## config.mk

```make
export PLATFORM = sky130hd
export DESIGN_NAME = rfsh_sched
export DESIGN_NICKNAME = d
export VERILOG_FILES = /design/src/rtl/rfsh_pkg.sv /design/src/rtl/rfsh_ctrl_reg.sv /design/src/rtl/rfsh_timer.sv /design/src/rtl/rfsh_status.sv /design/src/rtl/rfsh_sched.sv
export SDC_FILE = /design/constraint.sdc
export NUM_CORES = 1
export LEC_CHECK = 0
export BUFFER_PORTS_ARGS = -buffer_cell sky130_fd_sc_hd__buf_2
export CORE_MARGIN = 2
export CORE_UTILIZATION = 38
export CTS_CLUSTER_SIZE = 8
export DETAILED_ROUTE_END_ITERATION = 8
export PLACE_DENSITY = 0.58
export SYNTH_ARGS = -nofsm -noshare
export SYNTH_HDL_FRONTEND = slang
export SYNTH_HIERARCHICAL = 1
export SYNTH_SLANG_ARGS = --single-unit
```

## constraint.sdc

```tcl
create_clock -name clk -period 2.61 [get_ports clk]
set_input_delay 0.1305 -clock clk [delete_from_list [all_inputs] [get_ports clk]]
set_output_delay 0.1305 -clock clk [all_outputs]
set_load 0.01 [all_outputs]
```

## src/rtl/rfsh_pkg.sv

```systemverilog
package rfsh_pkg;
  localparam int CODE_W = 3;
  localparam int CODE_MAX = (1 << CODE_W) - 1;
  localparam int STEP_NS = 1600;

  // number of 1600 ns stretch steps selected by an inverted code
  function automatic int unsigned stretch_steps(input logic [CODE_W-1:0] code);
    return CODE_MAX - int'(code);
  endfunction

  // full refresh period in clock cycles
  function automatic int unsigned period_cycles(input int unsigned base_cyc,
                                                input int unsigned step_cyc,
                                                input logic [CODE_W-1:0] code);
    return base_cyc + stretch_steps(code) * step_cyc;
  endfunction
endpackage

```

## src/rtl/rfsh_ctrl_reg.sv

```systemverilog
module rfsh_ctrl_reg #(
  parameter int W = 4
) (
  input  logic         clk,
  input  logic         rst_n,
  input  logic         wr_i,
  input  logic [W-1:0] wdata_i,
  output logic [W-1:0] q_o
);
  always_ff @(posedge clk or negedge rst_n) begin
    if (!rst_n)    q_o <= '0;
    else if (wr_i) q_o <= wdata_i;
  end

  // the control word moves only on a write
  a_r8_ctrl_stable: assert property (@(posedge clk) disable iff (!rst_n)
    !wr_i |=> $stable(q_o));
endmodule

```

## src/rtl/rfsh_timer.sv

```systemverilog
module rfsh_timer #(
  parameter int unsigned BASE_CYC = 100,
  parameter int unsigned STEP_CYC = 200,
  localparam int unsigned MAX_CYC = BASE_CYC + rfsh_pkg::CODE_MAX * STEP_CYC,
  localparam int CNT_W = $clog2(MAX_CYC + 1)
) (
  input  logic                        clk,
  input  logic                        rst_n,
  input  logic                        enable_i,
  input  logic [rfsh_pkg::CODE_W-1:0] code_i,
  input  logic                        ack_i,
  output logic                        req_o,
  output logic                        done_o
);
  logic [CNT_W-1:0] cnt_q;
  logic [CNT_W-1:0] last_cnt;
  logic             expire;

  assign last_cnt = CNT_W'(rfsh_pkg::period_cycles(BASE_CYC, STEP_CYC, code_i) - 1);
  assign expire   = (cnt_q >= last_cnt);
  assign done_o   = req_o & ack_i;

  always_ff @(posedge clk or negedge rst_n) begin
    if (!rst_n) begin
      cnt_q <= '0;
      req_o <= 1'b0;
    end else if (!enable_i) begin
      cnt_q <= '0;
      req_o <= 1'b0;
    end else if (req_o) begin
      if (ack_i) begin
        req_o <= 1'b0;
        cnt_q <= '0;
      end
    end else if (expire) begin
      req_o <= 1'b1;
      cnt_q <= '0;
    end else begin
      cnt_q <= cnt_q + 1'b1;
    end
  end

  // no request survives a cleared run bit
  a_r1_off_no_req: assert property (@(posedge clk) disable iff (!rst_n)
    !enable_i |=> !req_o);
  // a request is held until acknowledged
  a_r3_req_held: assert property (@(posedge clk) disable iff (!rst_n)
    (req_o && !ack_i && enable_i) |=> req_o);
  // an acknowledge retires the request
  a_r4_ack_drops: assert property (@(posedge clk) disable iff (!rst_n)
    done_o |=> !req_o);
  // the counter never passes the longest period
  a_r2_cnt_bound: assert property (@(posedge clk) disable iff (!rst_n)
    cnt_q < CNT_W'(MAX_CYC));
endmodule

```

## src/rtl/rfsh_status.sv

```systemverilog
module rfsh_status (
  input  logic clk,
  input  logic rst_n,
  input  logic set_i,
  input  logic clr_i,
  output logic flag_o
);
  always_ff @(posedge clk or negedge rst_n) begin
    if (!rst_n)     flag_o <= 1'b0;
    else if (set_i) flag_o <= 1'b1;
    else if (clr_i) flag_o <= 1'b0;
  end

  // a serviced refresh always leaves the flag set, even against a clear
  a_r7_set_wins: assert property (@(posedge clk) disable iff (!rst_n)
    set_i |=> flag_o);
  // a lone clear empties the flag
  a_r6_clear: assert property (@(posedge clk) disable iff (!rst_n)
    (clr_i && !set_i) |=> !flag_o);
  // the flag rises only with a serviced refresh
  a_r10_no_spurious: assert property (@(posedge clk) disable iff (!rst_n)
    (!set_i && !flag_o) |=> !flag_o);
endmodule

```

## src/rtl/rfsh_sched.sv

```systemverilog
module rfsh_sched #(
  parameter int unsigned CLK_PERIOD_NS    = 8,
  parameter int unsigned BASE_INTERVAL_NS = 800,
  localparam int unsigned BASE_CYC = BASE_INTERVAL_NS / CLK_PERIOD_NS,
  localparam int unsigned STEP_CYC = rfsh_pkg::STEP_NS / CLK_PERIOD_NS,
  localparam int CTRL_W = rfsh_pkg::CODE_W + 1
) (
  input  logic              clk,
  input  logic              rst_n,
  input  logic              ctrl_wr,
  input  logic [CTRL_W-1:0] ctrl_wdata,
  output logic [CTRL_W-1:0] ctrl_q,
  input  logic              status_clr,
  input  logic              refresh_ack,
  output logic              refresh_req,
  output logic              refresh_seen
);
  logic run_en;
  logic refresh_done;

  rfsh_ctrl_reg #(.W(CTRL_W)) u_ctrl (
    .clk(clk), .rst_n(rst_n), .wr_i(ctrl_wr), .wdata_i(ctrl_wdata), .q_o(ctrl_q)
  );

  assign run_en = ctrl_q[CTRL_W-1];

  rfsh_timer #(.BASE_CYC(BASE_CYC), .STEP_CYC(STEP_CYC)) u_timer (
    .clk(clk), .rst_n(rst_n), .enable_i(run_en),
    .code_i(ctrl_q[rfsh_pkg::CODE_W-1:0]), .ack_i(refresh_ack),
    .req_o(refresh_req), .done_o(refresh_done)
  );

  rfsh_status u_status (
    .clk(clk), .rst_n(rst_n), .set_i(refresh_done), .clr_i(status_clr),
    .flag_o(refresh_seen)
  );

  // an acknowledged request marks the flag on the next cycle
  a_r5_ack_sets: assert property (@(posedge clk) disable iff (!rst_n)
    (refresh_req && refresh_ack) |=> refresh_seen);
endmodule

```

==> metrics, run 1 <==
setup tns final=0 ns; Vias=946; Worst EP arrival=2.72 ns; fillcell total=268; Cells after Synth=116; Placement Cell Area=0.00131 mm^2; Min-Delay Path Class=input pin to register; CTS tree=done; H-tree Lvls=1; DR pass1 iterations=4; Pint=0.465 mW; setup violators final=0; #FFs+latches synth=17; Vias/cell=5.47; clk buf depth=2; pre-CTS setup slack=-0.0962 ns; PwrDens=463 mW/mm^2; Synth area leaders=dfrtp_1 (36%), ha_1 (18%), xor2_1 (5.3%), nand2_1 (4.2%), o21ai_0 (3.9%); hold depth=2; max-cap violation count=0; Initial DRC Count=10; Final WS setup=0.0822 ns; Post-Layout Inst Area=0.00152 mm^2; final wirelength=2650 um; gpl congestion=0.730; Hold Path End=u_ctrl/q_o[3]$_DFFE_PN0P_; post-synthesis sequential area ratio=36.4%; share of layout cells above drive strength 1=37.9%; Ports=15; post-DP HPWL=1890 um; skew final=0.00488 ns; area share of the largest cell type after synthesis=36.4%; first-pass GRT wire length=4260 um; Final Critical Period=2.53 ns; Max VDD drop=0.000251 V; switching power=0.239 mW; diode count=0; Combinational Power Share=38.3%; site row count=20; Hold Path Origin=ctrl_wdata[3]; Reg2Reg Setup Slack=0.08 ns; fin. max-slew vios=0; Synth area leader=dfrtp_1; Synth Warn #=6; Final nets=167; IO buf count=14; number of remaining DRC errors=0; register share of total power=41.7%; R2R depth=9; Clk network pwr share=19.9%; gr usage total=16.5%; Avg WL per Cell=15.3 um; Max Fclk=396 MHz; post-synthesis net count=142; clk_lat worst skew=0.29 ns; post-layout util=51.1%; Req. time, crit path=2.81 ns; clk slew on worst S/H paths=0.09 ns; core area=0.00298 mm^2; height of the die=59.4 um; initial antenna violation count=0; number of global-route vias before repair=977; Yosys cell types=28; Crit. End Element=register; Final ANT Viol Nets=0; synthesized area=0.00117 mm^2; root buffer cell=clkbuf_4; switch share=33.9%; Sink Count=17; Slew Limit Headroom=73.0%; Worst Tran Pin Value=0.405 ns; grt ovf=0; Syn Area/Cell=10.1 um^2; Starting Density=39.2%; origin of the critical flop-to-flop path=u_ctrl/q_o[1]$_DFFE_PN0P_; type of the worst setup path=register to register; Layout area overhead=30.3%; R2R Path End=u_timer/cnt_q[5]$_DFFE_PN0P_; Leak=0.682 nW; CP max FO=5; largest net degree at the start of global routing=18; chip width=59.4 um; Period Utilization, post-route=96.9%; count of final hold-check violations=0; die area=0.00353 mm^2; TritonCTS Buffers=3; status=finished clean; type of origin of the critical path=register
registers in the layout, indices dropped and copies added (netlist names):
signal and count:
u_timer/cnt_q 11, u_ctrl/q_o 4, u_status/flag_o 1, u_timer/req_o 1
how the worst max path moves through the flow:
| stage | slack [ns] | start | endpoint |
|---|---|---|---|
| 3_5_place_dp | -0.1 | u_ctrl/q_o[1]$_DFFE_PN0P_ | u_timer/cnt_q[2]$_DFFE_PN0P_ |
| 6_report | 0.08 | u_ctrl/q_o[1]$_DFFE_PN0P_ | u_timer/cnt_q[5]$_DFFE_PN0P_ |
| 5_1_grt | -0.007 | u_ctrl/q_o[1]$_DFFE_PN0P_ | u_timer/cnt_q[5]$_DFFE_PN0P_ |
| 2_1_floorplan | 0.03 | u_ctrl/q_o[1]$_DFFE_PN0P_ | u_timer/cnt_q[2]$_DFFE_PN0P_ |
| 3_3_place_gp | 0.02 | u_ctrl/q_o[1]$_DFFE_PN0P_ | u_timer/cnt_q[5]$_DFFE_PN0P_ |
| 4_1_cts | 0.004 | u_ctrl/q_o[1]$_DFFE_PN0P_ | u_timer/cnt_q[5]$_DFFE_PN0P_ |
power by group through the flow:
stage	clock (mW)	combinational, mW	sequential [mW]
2_1_floorplan	0	0.116	0.302
3_3_place_gp	0	0.170	0.297
3_5_place_dp	0	0.180	0.298
4_1_cts	0.148	0.218	0.293
5_1_grt	0.160	0.293	0.298
6_report	0.140	0.270	0.294
per-layer routing:
layer,up-vias,part of all wire (%),GRT usage [%]
li1,466,-,-
met1,459,42,19.3
met2,15,52,27.8
met3,6,2.9,3.28
met4,0,2.5,9.42
met5,-,0,0
placed cells by master (no fill, tap or decap), types with 2 or more instances in the layout:
| master | count |
|---|---|
| clkbuf_4 | 3 |
| o21ai_0 | 7 |
| nand2_1 | 12 |
| xnor2_1 | 2 |
| buf_2 | 14 |
| a21o_1 | 2 |
| a21oi_1 | 4 |
| nor3b_2 | 2 |
| dfrtp_1 | 16 |
| xor2_1 | 6 |
| mux2_2 | 4 |
| ha_1 | 12 |
| nand3_1 | 8 |
| nand4_1 | 2 |
| inv_1 | 4 |
| o311ai_4 | 2 |
| buf_4 | 5 |
| o21ai_4 | 2 |
| ha_4 | 4 |
| nor2_1 | 3 |
per-stage QoR:
step / hold slack, ns / power (mW) / std cells
6_report: 0.0670 / 0.704 / 173
2_1_floorplan: -0.165 / 0.418 / 116
5_1_grt: 0.0522 / 0.751 / 173
3_3_place_gp: 0.0793 / 0.468 / 166
4_1_cts: 0.0599 / 0.659 / 172
3_5_place_dp: 0.0787 / 0.478 / 166
layout make-up:
class / instances / area (um^2) / share of cell area [%]
Inverter: 6 / 25.0 / 1.64
Multi-Input combinational cell: 93 / 885 / 58.1
Sequential cell: 17 / 427 / 28.0
Timing Repair Buffer: 20 / 118 / 7.73
Clock buffer: 4 / 26.3 / 1.73
Tap cell: 33 / 41.3 / 2.71
logic make-up after synthesis:
family                   after synthesis  share of synthesized area, %
AO/OA/AOI/OAI                         26                          16.7
adder cells (fa/ha/maj)               17                          18.2
AND/OR/NAND/NOR                       35                          15.0
buffers and inverters                  7                          2.25
flip-flops                            17                          36.4
XOR/XNOR                              10                          7.50
multiplexers                           4                          3.86
cell usage after synthesis (all sizes together):
library cell	number
dfrtp	17
ha	17
nand2	13
o21ai	10
nand3	8
xor2	7
a21oi	6
inv	6
mux2	4
nor2	4
a21o	3
nor3b	3
xnor2	3
a211oi	2
nand4	2
o311ai	2
a22o	1
and2	1
and3b	1
and4	1
clkbuf	1
nand3b	1
nor3	1
o21bai	1
o221ai	1
repair_timing:
item / in CTS / in global routing
gates cloned: 1 / 0
setup buffers: 0 / 1
pin swaps: 8 / 8
hold buffers: 1 / 0
resized for setup: 14 / 15
endpoints found under the setup margin: 6 / 11
hold endpoints to repair: 17 / 0
critical path, cell delays in order, from the launching register on:
cell and delay (ns):
dfrtp_2 0.43, buf_4 0.16, ha_1 0.19, a21oi_2 0.20, xor2_1 0.19, ha_1 0.30, a211oi_4 0.34, o21ai_4 0.13
a21o_4 0.24, o311ai_4 0.26
Power figures use the tool's default switching activity.
==> run 2, diff against run 1 <==
- CORE_UTILIZATION: 38 -> 40
- PLACE_DENSITY: 0.58 -> 0.61
==> run 2 against run 1 <==
Net effect: via count shrank 2.0%; worst hold slack gained 0.014 ns; die area shrank 4.7%; total power shrank 3.3%; sequential power is essentially flat; largest power group unchanged; non-clock buffer count is the same; sequential share of layout area grew 0.61 points; highest routed layer unchanged; fmax shrank 1.7%; clock skew shrank 0.0027 ns; first-iteration DRC count grew to 3.1 times the previous value; combinational power shrank 6%.
==> metrics, run 2 (synthesized netlist as in run 1, its figures left out) <==
largest net degree at the start of global routing=18; grt ovf=0; final wirelength=2510 um; Period Utilization, post-route=98.5%; Worst path max stage delay=0.38 ns; H-tree Lvls=1; most flop-heavy register=u_timer/cnt_q; count of final hold-check violations=0; height of the die=58.0 um; die area=0.00337 mm^2; cell mode on critical path=ha_4; RSZ-0062 raised after global routing=true; type of origin of the critical path=register; chip width=58.0 um; initial antenna violation count=0; clk slew on worst S/H paths=0.09 ns; number of remaining DRC errors=0; Min-Delay Path Class=input pin to register; R2R depth=12; number of global-route vias before repair=936; IO buf count=14; fin. max-slew vios=0; fillcell total=244; Final ANT Viol Nets=0; clk_lat worst skew=0.28 ns; clk buf depth=2; diode count=0; max FFs per register=11; Top Registers=u_timer/cnt_q x11, u_ctrl/q_o x4; Ports=15; Max Fclk=389 MHz; CP Cell Sequence=inv_2 -> buf_6 -> ha_4 -> ha_4 -> ha_4 -> nand2_2 -> nor2_2 -> xnor2_1 -> ha_2 -> and4_4 -> a21o_4 -> o311ai_4; skew final=0.00214 ns; Layout area overhead=27.5%; Final WS setup=0.0379 ns; gr usage total=15.8%; Final Critical Period=2.57 ns; Final nets=167; type of the worst setup path=register to register; Worst Tran Pin Value=0.420 ns; pre-CTS setup slack=-0.00236 ns; CTS tree=done; multi-input logic area=853 um^2; Critical-path top delay cell=dfrtp_2; Vias/cell=5.42; first-pass GRT wire length=4010 um; Sink Count=17; TritonCTS Buffers=3; DR pass1 iterations=5; commonest cells after routing, fill and taps aside=dfrtp_1 (16), buf_2 (14), nand2_1 (12), ha_1 (12), nand3_1 (8); CP max FO=5; Hold Path Origin=ctrl_wdata[3]; Reg2Reg Setup Slack=0.04 ns; origin of the critical flop-to-flop path=u_ctrl/q_o[1]$_DFFE_PN0P_; Setup Fix Bufs, Post-CTS=0; setup violators final=0; core area=0.00276 mm^2; Starting Density=42.3%; Max VDD drop=0.000291 V; hold depth=2; WHS=0.0810 ns; Leak=0.676 nW; root buffer cell=clkbuf_4; share of layout cells above drive strength 1=35.7%; post-DP HPWL=1790 um; CP Buf/Inv Count=2; Placement Cell Area=0.00132 mm^2; Vias=927; setup tns final=0 ns; site row count=19; Hold Path End=u_ctrl/q_o[3]$_DFFE_PN0P_; Slew Limit Headroom=72.0%; Req. time, crit path=2.80 ns; R2R Path End=u_timer/cnt_q[6]$_DFFE_PN0P_; Crit. End Element=register; most common cell after layout, fill and taps aside=dfrtp_1; status=finished clean; Top delay family on crit path=adder cells; PwrDens=458 mW/mm^2; Initial DRC Count=31; Post-Layout Inst Area=0.00149 mm^2; Worst EP arrival=2.76 ns; register area=427 um^2; gpl congestion=0.832; max-cap violation count=0; Avg WL per Cell=14.7 um
==> run 2: worst max-delay path by stage <==
| stage | cells past startpoint | from | end |
|---|---|---|---|
| final | 12 | u_ctrl/q_o[1]$_DFFE_PN0P_ | u_timer/cnt_q[6]$_DFFE_PN0P_ |
| after global routing | 10 | u_ctrl/q_o[0]$_DFFE_PN0P_ | u_timer/cnt_q[2]$_DFFE_PN0P_ |
| after CTS | 12 | u_ctrl/q_o[1]$_DFFE_PN0P_ | u_timer/cnt_q[2]$_DFFE_PN0P_ |
| after detailed placement | 12 | u_ctrl/q_o[1]$_DFFE_PN0P_ | u_timer/cnt_q[2]$_DFFE_PN0P_ |
| after global placement | 11 | u_ctrl/q_o[1]$_DFFE_PN0P_ | u_timer/cnt_q[5]$_DFFE_PN0P_ |
| after floorplan | 12 | u_ctrl/q_o[1]$_DFFE_PN0P_ | u_timer/cnt_q[2]$_DFFE_PN0P_ |
==> run 2: worst reg2reg max path, delay by kind of cell, from the launching register on <==
family | cells | cell delay [ns]
simple gates | 3 | 0.39
fa+ha+maj | 4 | 0.90
buf+inv | 2 | 0.17
compound gates | 2 | 0.49
flops | 1 | 0.38
xor+xnor | 1 | 0.15
==> run 2: final cells by class <==
type,instances,share of cell area [%]
clock buffers,4,1.76
repair buffers,20,8.15
inverters,6,1.51
multi-input cells,93,57.3
well taps,31,2.61
flip-flops and latches,17,28.7
==> run 2: repair_timing <==
action                                  4_1_cts  5_1_grt
gates cloned                                  1        0
endpoints found under the hold margin        17        0
hold buffers                                  1        0
endpoints found under the setup margin        4       11
pin swaps                                     1       10
resized for setup                             6       18
==> run 2: report_power, final <==
part / internal, mW / switching (mW) / leakage [nW] / total [mW]
clock network: 0.0592 / 0.0738 / 0.0150 / 0.133
registers: 0.278 / 0.0160 / 0.225 / 0.294
logic: 0.123 / 0.131 / 0.436 / 0.255
total: 0.460 / 0.221 / 0.676 / 0.681
==> run 2: stage by stage <==
stage / util, % / instances / power (mW)
floorplan: - / 116 / 0.418
global placement: 47.7 / 165 / 0.470
detailed placement: 47.7 / 165 / 0.477
CTS: 50.0 / 171 / 0.641
global route: 54.0 / 171 / 0.725
finish: 54.0 / 171 / 0.681
==> run 2: routing by layer <==
layer  vias up  wire [um]  track usage [%]
met5         -          0                0
li1        470          -                -
met2         6       1250             26.6
met4         0         33             8.64
met1       447       1180             19.5
met3         4         40             2.01
